`src/rtl/pwm_pkg.sv`:
```
// Shared types for the PWM channel.
// Assumes: included first in compile order.
package pwm_pkg;
    typedef enum logic {
        ALIGN_LEFT   = 1'b0,
        ALIGN_CENTER = 1'b1
    } align_e;
endpackage

```
`src/rtl/pwm_ensync.sv`:
```
// Enable synchronizer: samples the enable request only on a prescaler strobe,
// so the channel starts and stops on a strobe boundary.
// Assumes: tick is a single-cycle strobe in the clk domain.
module pwm_ensync (
    input  logic clk,
    input  logic rst_n,
    input  logic tick,
    input  logic en,
    output logic en_act
);
    // capture the request on strobe edges only
    always_ff @(posedge clk) begin
        if (!rst_n)    en_act <= 1'b0;
        else if (tick) en_act <= en;
    end

    a_r8_sync_only_on_tick: assert property (@(posedge clk) disable iff (!rst_n)
        !tick |=> en_act == $past(en_act));
endmodule

```
`src/rtl/pwm_shadow.sv`:
```
// One double-buffered setting: a buffer written by software and an active
// latch used by the comparator. Writes pass through while disabled.
// Assumes: load is a single-cycle pulse from the counter.
module pwm_shadow #(
    parameter int W = 8
) (
    input  logic         clk,
    input  logic         rst_n,
    input  logic         en_act,
    input  logic         wr,
    input  logic [W-1:0] wdata,
    input  logic         load,
    output logic [W-1:0] act_o
);
    logic [W-1:0] buf_q;

    // software-side buffer
    always_ff @(posedge clk) begin
        if (!rst_n)  buf_q <= '0;
        else if (wr) buf_q <= wdata;
    end

    // active latch: follows writes when idle, reloads on safe points when running
    always_ff @(posedge clk) begin
        if (!rst_n)       act_o <= '0;
        else if (!en_act) act_o <= wr ? wdata : buf_q;
        else if (load)    act_o <= buf_q;
    end

    a_r4_held_between_loads: assert property (@(posedge clk) disable iff (!rst_n)
        (en_act && !load) |=> act_o == $past(act_o));
    a_r6_write_through: assert property (@(posedge clk) disable iff (!rst_n)
        (!en_act && wr) |=> act_o == $past(wdata));
endmodule

```
`src/rtl/pwm_counter.sv`:
```
// Up/down counter: sawtooth 0..P-1 or triangle 0..P..0, advanced on strobes
// while enabled. Flags the period end that reloads the shadow latches.
// Assumes: per is the active period; a counter write wins over counting.
module pwm_counter #(
    parameter int W = 8
) (
    input  logic           clk,
    input  logic           rst_n,
    input  logic           tick,
    input  logic           en_act,
    input  pwm_pkg::align_e align,
    input  logic           wr_cnt,
    input  logic [W-1:0]   per,
    output logic [W-1:0]   cnt_o,
    output logic           pend_o
);
    import pwm_pkg::*;
    localparam logic [W-1:0] ONE = {{(W-1){1'b0}}, 1'b1};

    logic [W-1:0] cnt_n;
    logic         down_q, down_n;

    // next-count and period-end decode
    always_comb begin
        cnt_n  = cnt_o;
        down_n = down_q;
        pend_o = 1'b0;
        if (wr_cnt) begin
            cnt_n  = '0;
            down_n = 1'b0;
        end else if (en_act && tick) begin
            if (per == '0) begin
                cnt_n  = '0;
                down_n = 1'b0;
                pend_o = 1'b1;
            end else if (align == ALIGN_LEFT) begin
                down_n = 1'b0;
                if (cnt_o >= per - ONE) begin
                    cnt_n  = '0;
                    pend_o = 1'b1;
                end else begin
                    cnt_n = cnt_o + ONE;
                end
            end else if (!down_q) begin
                if (cnt_o >= per) begin
                    cnt_n  = cnt_o - ONE;
                    down_n = 1'b1;
                end else begin
                    cnt_n = cnt_o + ONE;
                end
            end else if (cnt_o == '0) begin
                cnt_n  = ONE;
                down_n = 1'b0;
                pend_o = 1'b1;
            end else begin
                cnt_n = cnt_o - ONE;
            end
        end
    end

    // count and direction registers
    always_ff @(posedge clk) begin
        if (!rst_n) begin
            cnt_o  <= '0;
            down_q <= 1'b0;
        end else begin
            cnt_o  <= cnt_n;
            down_q <= down_n;
        end
    end

    a_r5_write_clears: assert property (@(posedge clk) disable iff (!rst_n)
        wr_cnt |=> cnt_o == '0);
    a_r7_hold_when_off: assert property (@(posedge clk) disable iff (!rst_n)
        (!en_act && !wr_cnt) |=> $stable(cnt_o));
    a_r8_hold_without_tick: assert property (@(posedge clk) disable iff (!rst_n)
        (!tick && !wr_cnt) |=> $stable(cnt_o));
    a_r10_zero_period: assert property (@(posedge clk) disable iff (!rst_n)
        (en_act && tick && per == '0) |=> cnt_o == '0);
endmodule

```
`src/rtl/pwm_chan.sv`:
```
// Top of one PWM channel: enable synchronizer, two shadowed settings, the
// counter and the output compare. Output is decoded from registered state.
// Assumes: one write strobe at a time; wdata valid with the strobe.
module pwm_chan #(
    parameter int W = 8
) (
    input  logic         clk,
    input  logic         rst_n,
    input  logic         tick,
    input  logic         en,
    input  logic         pol,
    input  logic         center,
    input  logic         wr_per,
    input  logic         wr_duty,
    input  logic         wr_cnt,
    input  logic [W-1:0] wdata,
    output logic [W-1:0] cnt_rd,
    output logic         pwm_o
);
    import pwm_pkg::*;

    logic         en_act, pend, load;
    logic [W-1:0] per_act, duty_act;
    logic         start_phase;
    align_e       align;

    assign align = center ? ALIGN_CENTER : ALIGN_LEFT;
    assign load  = pend | wr_cnt;

    pwm_ensync u_sync (
        .clk(clk), .rst_n(rst_n), .tick(tick), .en(en), .en_act(en_act)
    );

    pwm_shadow #(.W(W)) u_per (
        .clk(clk), .rst_n(rst_n), .en_act(en_act), .wr(wr_per),
        .wdata(wdata), .load(load), .act_o(per_act)
    );

    pwm_shadow #(.W(W)) u_duty (
        .clk(clk), .rst_n(rst_n), .en_act(en_act), .wr(wr_duty),
        .wdata(wdata), .load(load), .act_o(duty_act)
    );

    pwm_counter #(.W(W)) u_cnt (
        .clk(clk), .rst_n(rst_n), .tick(tick), .en_act(en_act), .align(align),
        .wr_cnt(wr_cnt), .per(per_act), .cnt_o(cnt_rd), .pend_o(pend)
    );

    // compare: starting level before the duty match, or for the whole cycle
    always_comb begin
        start_phase = (cnt_rd < duty_act) || (duty_act >= per_act);
        pwm_o       = en_act ? (start_phase ? pol : ~pol) : ~pol;
    end

    a_r9_duty_zero_opposite: assert property (@(posedge clk) disable iff (!rst_n)
        (en_act && duty_act == '0 && per_act != '0) |-> pwm_o == ~pol);
    a_r10_zero_period_level: assert property (@(posedge clk) disable iff (!rst_n)
        (en_act && per_act == '0) |-> pwm_o == pol);
endmodule

```
`config.mk`:
```
export PLATFORM = sky130hd
export DESIGN_NAME = pwm_chan
export DESIGN_NICKNAME = d
export VERILOG_FILES = /design/src/rtl/pwm_pkg.sv /design/src/rtl/pwm_ensync.sv /design/src/rtl/pwm_shadow.sv /design/src/rtl/pwm_counter.sv /design/src/rtl/pwm_chan.sv
export SDC_FILE = /design/constraint.sdc
export NUM_CORES = 1
export LEC_CHECK = 0
export BUFFER_PORTS_ARGS = -buffer_cell sky130_fd_sc_hd__buf_2
export CORE_AREA = 2 2 67 85
export CTS_BUF_LIST = sky130_fd_sc_hd__clkbuf_4 sky130_fd_sc_hd__clkbuf_8 sky130_fd_sc_hd__clkbuf_16
export CTS_CLUSTER_DIAMETER = 30
export DETAILED_ROUTE_END_ITERATION = 10
export DIE_AREA = 0 0 69 87
export PLACE_DENSITY_LB_ADDON = 0.3
export SYNTH_ARGS = -nofsm -noshare
export SYNTH_HDL_FRONTEND = slang
export SYNTH_SLANG_ARGS = --single-unit
```
`constraint.sdc`:
```
create_clock -name clk -period 3.4 [get_ports clk]
set_input_delay 0.68 -clock clk [delete_from_list [all_inputs] [get_ports clk]]
set_output_delay 0.68 -clock clk [all_outputs]
set_load 0.01 [all_outputs]
```
Word level (Yosys, flattened, before mapping) --
Index checks and enable logic that the tools add are counted.
Word-level totals: register bits 42, input port bits 17, output and inout bits 9
Operators by class: $add $sub $neg 3, magnitude comparators 4, eq/ne operators 1, muxes and demuxes 27, bitwise gates (word level) 3, reductions and logical operators 5
Operators with widths (number):
- $mux 8 | 12
- $ge 8x8->1 | 3
- $logic_not 8->1 | 2
- $sub 8x1->8 const B | 2
- $mux 1 | 15
- $add 8x1->8 const B | 1
- $lt 8x8->1 | 1
- $ne 2x2->1 const B | 1
- $not 1->1 | 2
- $reduce_or 2->1 | 1
- $logic_and 1x1->1 | 1
- $logic_or 1x1->1 | 1
- $or 1x1->1 | 1

Longest topological paths before layout --
Gate-level depths: netlist of run 1.
depth after elaboration 10, depth in mapped cells 12, depth with buffers taken out 11

Cells and area by module --
A second synthesis of run 1 with hierarchy kept.
Second synthesis, totals: cells, all modules 329, area total of the unflattened synthesis 2999.1 µm²
Modules (own cells, without submodules):
- pwm_shadow | times used 2, cells each 64, area each 706.9 µm², sequential area each 320.3 µm²
- pwm_counter | times used 1, cells each 144, area each 1148.6 µm², sequential area each 180.2 µm²
- pwm_chan | times used 1, cells each 54, area each 400.4 µm², sequential area each 0.0 µm²
- pwm_ensync | times used 1, cells each 3, area each 36.3 µm², sequential area each 20.0 µm²

Worst setup path before layout of run 1 --
No wires, ideal clock.
path kind reg2reg, start point reg u_per.act_o[2], end point reg u_cnt.cnt_o[7], arrival time 2.501 ns, data required time 3.326 ns, slack 0.825 ns, cell stages (with the launch flop) 11, clock period less this slack 2.575 ns, cells stage by stage dfxtp_1 > nor4_1 > nand4_1 > xnor2_1 > ha_1 > a41oi_1 > o21ai_0 > a22oi_2 > and4b_4 > or3b_1 > o211ai_2
On the way: word-level cells in the longest chain between the ends 5, elaborated cells on any way between the ends 9, those cells by class 1 x add/sub; 2 x order compare; 5 x mux; 1 x reduce/logical
RTL lines:
- start: declaration | RTL line pwm_shadow.sv:13 | output logic [W-1:0] act_o
- start signal: assignment | RTL line pwm_shadow.sv:26 | else if (!en_act) act_o <= wr ? wdata : buf_q;
- start signal: assignment | RTL line pwm_shadow.sv:27 | else if (load) act_o <= buf_q;
- $sub 8x1->8 or $ge 8x8->1 (tied branches) | RTL line pwm_counter.sv:38, pwm_counter.sv:45
- $ge 8x8->1 or $mux 8 (tied branches) | RTL line pwm_counter.sv:38, pwm_counter.sv:45
- $mux 8, on equally long branches | RTL line pwm_counter.sv:38, pwm_counter.sv:44
- $mux 8 | RTL line pwm_counter.sv:36 | end else if (align == ALIGN_LEFT) begin
- $mux 8 * | RTL line pwm_counter.sv:32 | if (per == '0) begin
- end signal: assignment | RTL line pwm_counter.sv:67 | cnt_o <= cnt_n;
- end: declaration | RTL line pwm_counter.sv:14 | output logic [W-1:0] cnt_o,
Every way passes the cells marked *; elsewhere a longest branch is shown, timed or not. A chain may end at the register's enable or synchronous reset.

Worst setup path after layout of run 1 --
Ends and elaborated chain as after synthesis.

==> flow_summary_export.csv, run 1 <==
group,metric,value,unit
clock_network,worstSkewPairLatency,300,ps
clock_network,root_buffer,"clkbuf_8",
pwr,switching_share,36.68,%
sta,fin_skew,6.845,ps
global_routing,antenna_found_initial,0,
synth,synthesis.nets,370,
floorplanning,fp-row-count,30,
clock_network,clock-sinks,42,
pwr,p_seq_share,37.0,%
synth,synth-edff-count,0,
finish,n_antenna_cell,0,
finish,nNetsFinal,395,
route,ant_nets,0,
route,wl,6177,um
pwr,clock_power_share,24.5,%
sta,worst_pin_slew,496.2,ps
floorplanning,core,5255,sq um
route,drt_pass1_iterations,4,
finish,final_area,3179,sq um
worst_setup_path,path_max_fanout,12,
synth,syn_inst,317,
worst_setup_path,setup.worst_path.class,"flip-flop to flip-flop",
synth,yosys_warnings,0,
finish,layout_commonest_cell,"dfxtp_1",
clock_network,cts_tree,"built",
synth,synth_area,2913,sq um
synth,synth_async_sr_flop_share,0,%
worst_setup_path,cp.arrival,3210,ps
clock_network,htree_levels,2,
flow_run,timing.max_cap.violations,0,
global_routing,grt_max_degree,33,
route,drcViolationCount,0,
route,wl_per_cell,15.18,um
sta,max_freq,335.6,MHz
pwr,leakage,1.572,nW
clock_network,cts.reportedPaths.clkPinSlew,90,ps
finish,fillers,473,
placed_design,dp_hpwl,4602,um
global_routing,grt_pass1_vias,2296,
worst_setup_path,cp_data_required_time,3630,ps
floorplanning,dieArea,6003,sq um
finish,drive_above_1_share,14.58,%
sta,setup_tns,0,ps
finish,final_cell_mix,"dfxtp_1 (42), ha_1 (36), mux2i_1 (35)",
placed_design,port_buffers,25,
finish,area_growth,9.149,%
worst_setup_path,crit_slowest_cell,"nor4_1",
pwr,pwr-share-comb,38.5,%
route,vias,2386,
global_routing,grt_pass1_wl,10690,um
sta,rsz0062_at_grt,"no",
placed_design,dpl_cell_area,3065,sq um
worst_setup_path,slowest_delay,500,ps
sta,finalMaxSlewViolations,0,
synth,synth-seq-cells,42,
worst_setup_path,critPathLaunchType,"flip-flop",
pwr,power_density,531.4,nW/um^2
clock_network,numCtsBuffers,5,
sta,finalCritPeriodShare,87.63,%
sta,setup_violations,0,
placed_design,place.gp.congestion,0.8707,
clock_network,ctsResizeCount,0,
outcome,outcome,"finished clean",
clock_network,cts_hold_buf,0,
synth,ys_seq_area_share,28.87,%
synth,synth.distinct_cells,51,
sta,hold_violations,0,
hold_path,worstHoldPathType,"flip-flop to flip-flop",
floorplanning,die_height,87,um
worst_setup_path,end_kind,"flip-flop",
route,dr.first_iter.drc_count,160,
pwr,switchingPower,0.0006197,W
pwr,internal_power,0.001070,W
pwr,worst_ir_drop_vdd,311.2,uV
route,viasPerCell,5.862,
synth,synth.avg_cell_area,9.189,sq um
worst_setup_path,crit_chain,"nor4_1 -> nand4_1 -> xnor2_1 -> ha_1 -> a41oi_1 -> o21ai_0 -> a22oi_2 -> and4b_4 -> or3b_1 -> o211ai_2",
global_routing,grt.total_usage,21.86,%
floorplanning,io_pins,26,
sta,period_minus_slack,2979,ps
sta,relSlewSlack,66.62,%
synth,synthFlopType,"dfxtp_1",
global_routing,overflow,0,
floorplanning,start_util,55.43,%
clock_network,post_cts_buffers,0,
clock_network,clockBufferDepth,2,
floorplanning,die_w,69,um
-- worst max-delay path, delay by kind of cell (launching register included) --
family                   cells  cell delay [ps]
AND/OR/NAND/NOR              4             1450
adder cells (fa/ha/maj)      1              310
flip-flops                   1              360
XOR/XNOR                     1              150
AO/OA/AOI/OAI                4              660
-- worst paths after layout --
path,from,to,slack [ps],cells past startpoint
max,u_per.act_o[2]$_SDFFE_PN0P_,u_cnt.cnt_o[7]$_SDFFE_PP0P_,420,10
min,u_per.act_o[7]$_SDFFE_PN0P_,u_per.act_o[7]$_SDFFE_PN0P_,510,1
max reg2reg,u_per.act_o[2]$_SDFFE_PN0P_,u_cnt.cnt_o[7]$_SDFFE_PP0P_,420,10
min reg2reg,u_per.act_o[7]$_SDFFE_PN0P_,u_per.act_o[7]$_SDFFE_PN0P_,510,1
-- registers in the layout, summed over array words and instances (netlist names) --
register / count
u_duty.buf_q: 8
u_per.act_o: 8
u_sync.en_act: 1
u_cnt.down_q: 1
u_duty.act_o: 8
u_per.buf_q: 8
u_cnt.cnt_o: 8
-- metrics by stage --
step,setup WS [ps],hold WS (ps),power [W],utilization (%),cells
6_report,420.7,512.6,0.001690,60.50,407
5_1_grt,166.1,538.9,0.001814,60.50,407
4_1_cts,454.8,514.1,0.001688,60.50,407
3_5_place_dp,537.4,494.1,0.001274,58.33,399
3_3_place_gp,581.1,482.0,0.001250,58.33,399
2_1_floorplan,825.4,471.8,0.001110,-,317
-- layout make-up --
| type | instances | area [sq um] | area share [%] |
|---|---|---|---|
| Clock buffer | 6 | 76.32 | 2.401 |
| Clock inverter | 2 | 37.54 | 1.181 |
| Inverter | 22 | 82.58 | 2.597 |
| Multi-Input combinational cell | 241 | 1899 | 59.74 |
| Sequential cell | 42 | 840.8 | 26.45 |
| Tap cell | 64 | 80.08 | 2.519 |
| Timing Repair Buffer | 30 | 162.7 | 5.116 |
-- power by group through the flow --
stage	clock, W	combinational (W)	sequential (W)
2_1_floorplan	0	0.000494	0.000616
3_3_place_gp	0	0.000617	0.000633
3_5_place_dp	0	0.000638	0.000636
4_1_cts	0.000416	0.000647	0.000625
5_1_grt	0.000443	0.000734	0.000637
6_report	0.000413	0.000651	0.000625
-- synthesized netlist by cell type (all sizes together) (2+ instances only) --
library cell	number	area, sq um
nor4	2	18.77
mux2i	35	350.3
clkbuf	6	23.77
o211ai	3	27.52
a21oi	15	75.07
nand3	7	35.03
o221ai	3	26.28
a31oi	7	58.81
nor3	5	25.02
nand4	3	18.77
a22oi	2	20.02
ha	36	450.4
o22ai	4	25.02
buf	5	56.30
and3	2	12.51
nor2	11	43.80
nand2	32	122.6
o211a	16	160.2
nand2b	6	37.54
o21ai	6	30.03
inv	22	82.58
a211oi	3	22.52
dfxtp	42	840.8
or4	2	18.77
nor2b	18	112.6
xnor2	7	61.31
-- per-layer routing --
metal  GRT usage [%]  share of wire (%)  vias to the layer above
li1                -                  -                     1198
met1           24.93                 44                     1116
met2           40.47                 50                       53
met3           3.935                3.3                       19
met4           8.378                2.9                        0
met5               0                  0                        -
-- cell families (layout without fill, tap and decap cells) --
kind of cell             after synthesis  after routing  share of synthesized area (%)
AO/OA/AOI/OAI                         67             67                          17.74
XOR/XNOR                               7              7                          2.105
adder cells (fa/ha/maj)               36             36                          15.46
buffers and inverters                 34             60                          5.928
flip-flops                            42             42                          28.87
multiplexers                          36             36                          12.41
AND/OR/NAND/NOR                       95             95                          17.48
(Power assumes the default switching activity.)
==> run 2, diff against run 1 <==
--- a/config.mk
+++ b/config.mk
@@ -6,12 +6,13 @@
 export NUM_CORES = 1
 export LEC_CHECK = 0
 export BUFFER_PORTS_ARGS = -buffer_cell sky130_fd_sc_hd__buf_2
-export CORE_AREA = 2 2 67 85
-export CTS_BUF_LIST = sky130_fd_sc_hd__clkbuf_4 sky130_fd_sc_hd__clkbuf_8 sky130_fd_sc_hd__clkbuf_16
+export CORE_AREA = 2 2 68 86
+export CTS_BUF_LIST = sky130_fd_sc_hd__clkbuf_2
 export CTS_CLUSTER_DIAMETER = 30
 export DETAILED_ROUTE_END_ITERATION = 10
-export DIE_AREA = 0 0 69 87
+export DIE_AREA = 0 0 70 88
 export PLACE_DENSITY_LB_ADDON = 0.3
 export SYNTH_ARGS = -nofsm -noshare
 export SYNTH_HDL_FRONTEND = slang
+export SYNTH_HIERARCHICAL = 1
 export SYNTH_SLANG_ARGS = --single-unit
==> flow_summary_export.csv, run 2 <==
group,metric,value,unit
finish,fin_cells,432,
synth,yosys_warnings,6,
clock_network,clock-sinks,42,
worst_setup_path,cp_data_required_time,3750,ps
synth,yosysTopAreaCell,"dfxtp_1",
sta,max_freq,296.9,MHz
clock_network,cts_tree,"built",
synth,synth-edff-count,0,
sta,setup_tns,0,ps
sta,hold_violations,0,
clock_network,worstSkewPairLatency,430,ps
synth,netlist_top_cells_area,"dfxtp_1 (28%), ha_1 (15%), mux2i_1 (12%)",
route,wl,7439,um
finish,drive_above_1_share,18.75,%
global_routing,grt_pass1_wl,12090,um
clock_network,clockBufferDepth,2,
synth,synthesis.nets,382,
placed_design,place.gp.congestion,0.9672,
floorplanning,die_height,88,um
global_routing,antenna_found_initial,0,
global_routing,overflow,0,
route,drt_pass1_iterations,4,
floorplanning,start_util,56.27,%
route,wl_per_cell,17.22,um
hold_path,worstHoldPathType,"input pin to flip-flop",
global_routing,grt_max_degree,35,
synth,synth_async_sr_flop_share,0,%
sta,finalMaxSlewViolations,0,
finish,final_cell_mix,"dfxtp_1 (42), ha_1 (36), mux2i_1 (35)",
floorplanning,core,5330,sq um
synth,synth_area,2999,sq um
placed_design,dp_hpwl,5596,um
synth,synth_top_area_share,28.04,%
global_routing,grt.total_usage,24.59,%
sta,finalCritPeriodShare,99.05,%
placed_design,port_buffers,25,
floorplanning,dieArea,6160,sq um
clock_network,root_buffer,"clkbuf_2",
finish,fillers,493,
worst_setup_path,cp.arrival,3720,ps
synth,synth_most_common_cell,"dfxtp_1",
global_routing,grt_pass1_vias,2619,
worst_setup_path,path_max_fanout,8,
outcome,outcome,"finished clean",
route,viasPerCell,6.037,
worst_setup_path,end_kind,"flip-flop",
flow_run,timing.max_cap.violations,0,
floorplanning,die_w,70,um
synth,synth-seq-cells,42,
worst_setup_path,critPathLaunchType,"flip-flop",
sta,worst_pin_slew,472.8,ps
route,dr.first_iter.drc_count,155,
floorplanning,io_pins,26,
synth,synth_commonest_cells,"dfxtp_1 (42), ha_1 (36), mux2i_1 (35)",
clock_network,numCtsBuffers,5,
sta,fin_skew,20.22,ps
placed_design,dp.cells,422,
floorplanning,fp-row-count,30,
sta,period_minus_slack,3368,ps
synth,syn_inst,329,
synth,synth.avg_cell_area,9.116,sq um
route,drcViolationCount,0,
sta,relSlewSlack,67.67,%
synth,synthFlopType,"dfxtp_1",
pwr,power_density,502.4,nW/um^2
clock_network,htree_levels,2,
clock_network,cts.reportedPaths.clkPinSlew,220,ps
synth,synth.distinct_cells,55,
sta,setup_violations,0,
pwr,worst_ir_drop_vdd,300.7,uV
pwr,power.total,0.001668,W
route,ant_nets,0,
clock_network,cts_hold_buf,0,
worst_setup_path,setup.worst_path.class,"flip-flop to flip-flop",
finish,nNetsFinal,421,
synth,ys_seq_area_share,28.04,%
finish,area_growth,10.68,%
route,vias,2608,
finish,n_antenna_cell,0,
finish,layout_commonest_cell,"dfxtp_1",
pwr,leakage,1.592,nW
==> run 2: changes by cell type after synthesis, sizes merged, moves of 5 or more <==
cell,before,now
and2,0,14
nand2,32,20
o211a,16,6
inv,22,27
mux2,1,6
nand2b,6,11
==> run 2: logic make-up (layout without fill, tap and decap cells) <==
family          after synthesis  in the layout  share of synthesized area [%]
xor+xnor                      7              7                          2.044
flops                        42             42                          28.04
mux                          41             41                          14.69
fa+ha+maj                    36             36                          15.02
compound gates               54             54                          13.85
buf+inv                      36             74                          5.340
simple gates                113            114                          21.03
==> run 2: timing repair <==
action | in CTS | in global routing
gates resized for setup | 0 | 3
setup endpoints to repair | 0 | 16
setup buffers | 0 | 2
==> run 2: power breakdown <==
group	leakage [nW]	internal, W	switching (W)
clock network	0.0211	0.0000459	0.000174
registers	0.346	0.000545	0.0000769
logic	1.23	0.000395	0.000431
total	1.59	0.000986	0.000681
==> run 2: layer usage <==
metal | part of all wire [%] | vias to the layer above | wire length [um] | track usage (%)
li1 | - | 1265 | - | -
met4 | 3.0 | 0 | 222 | 12.41
met3 | 4.3 | 23 | 319 | 3.682
met2 | 50 | 79 | 3751 | 45.54
met5 | 0 | - | 0 | 0
met1 | 42 | 1241 | 3146 | 27.42
==> run 2: area by class of cell <==
| type | instances | area, sq um | area share [%] |
|---|---|---|---|
| Tap cell | 64 | 80.08 | 2.412 |
| Timing Repair Buffer | 40 | 237.7 | 7.162 |
| Multi-Input combinational cell | 252 | 2019 | 60.84 |
| Clock buffer | 5 | 25.02 | 0.7539 |
| Clock inverter | 2 | 15.01 | 0.4523 |
| Sequential cell | 42 | 840.8 | 25.33 |
| Inverter | 27 | 101.3 | 3.053 |
==> run 2: worst paths after layout <==
path | endpoint | cells after the start | start | slack (ps)
worst min-delay path | u_sync/en_act$_SDFFE_PN0P_ | 3 | en | 520
worst max-delay path | u_duty/act_o[5]$_SDFFE_PN0P_ | 15 | u_per/act_o[0]$_SDFFE_PN0P_ | 30
worst min register to register | u_per/act_o[4]$_SDFFE_PN0P_ | 2 | u_per/buf_q[4]$_SDFF_PN0_ | 520
worst max register to register | u_duty/act_o[5]$_SDFFE_PN0P_ | 15 | u_per/act_o[0]$_SDFFE_PN0P_ | 30
==> run 2: metrics by stage <==
step / instance area, sq um / hold WS, ps / setup WS [ps] / utilization, %
finish: 3319 / 515.4 / 32.30 / 62.28
global route: 3319 / 522.0 / -136.7 / 62.28
CTS: 3283 / 498.8 / 15.64 / 61.60
detailed placement: 3243 / 480.0 / 61.46 / 60.85
global placement: 3243 / 461.6 / 200.5 / 60.85
floorplan: 2999 / 448.0 / 364.4 / -
==> run 2: critical path, stage by stage (launching register included) <==
cell	delay [ps]
dfxtp_1	400
inv_1	120
ha_1	200
nand2_1	110
nor4_2	210
xnor2_1	160
ha_1	240
and2_1	160
a221oi_1	340
o32ai_1	190
nor2_1	170
nor3_1	100
or2_2	410
nand2b_1	200
o221ai_1	210
nor2_1	70
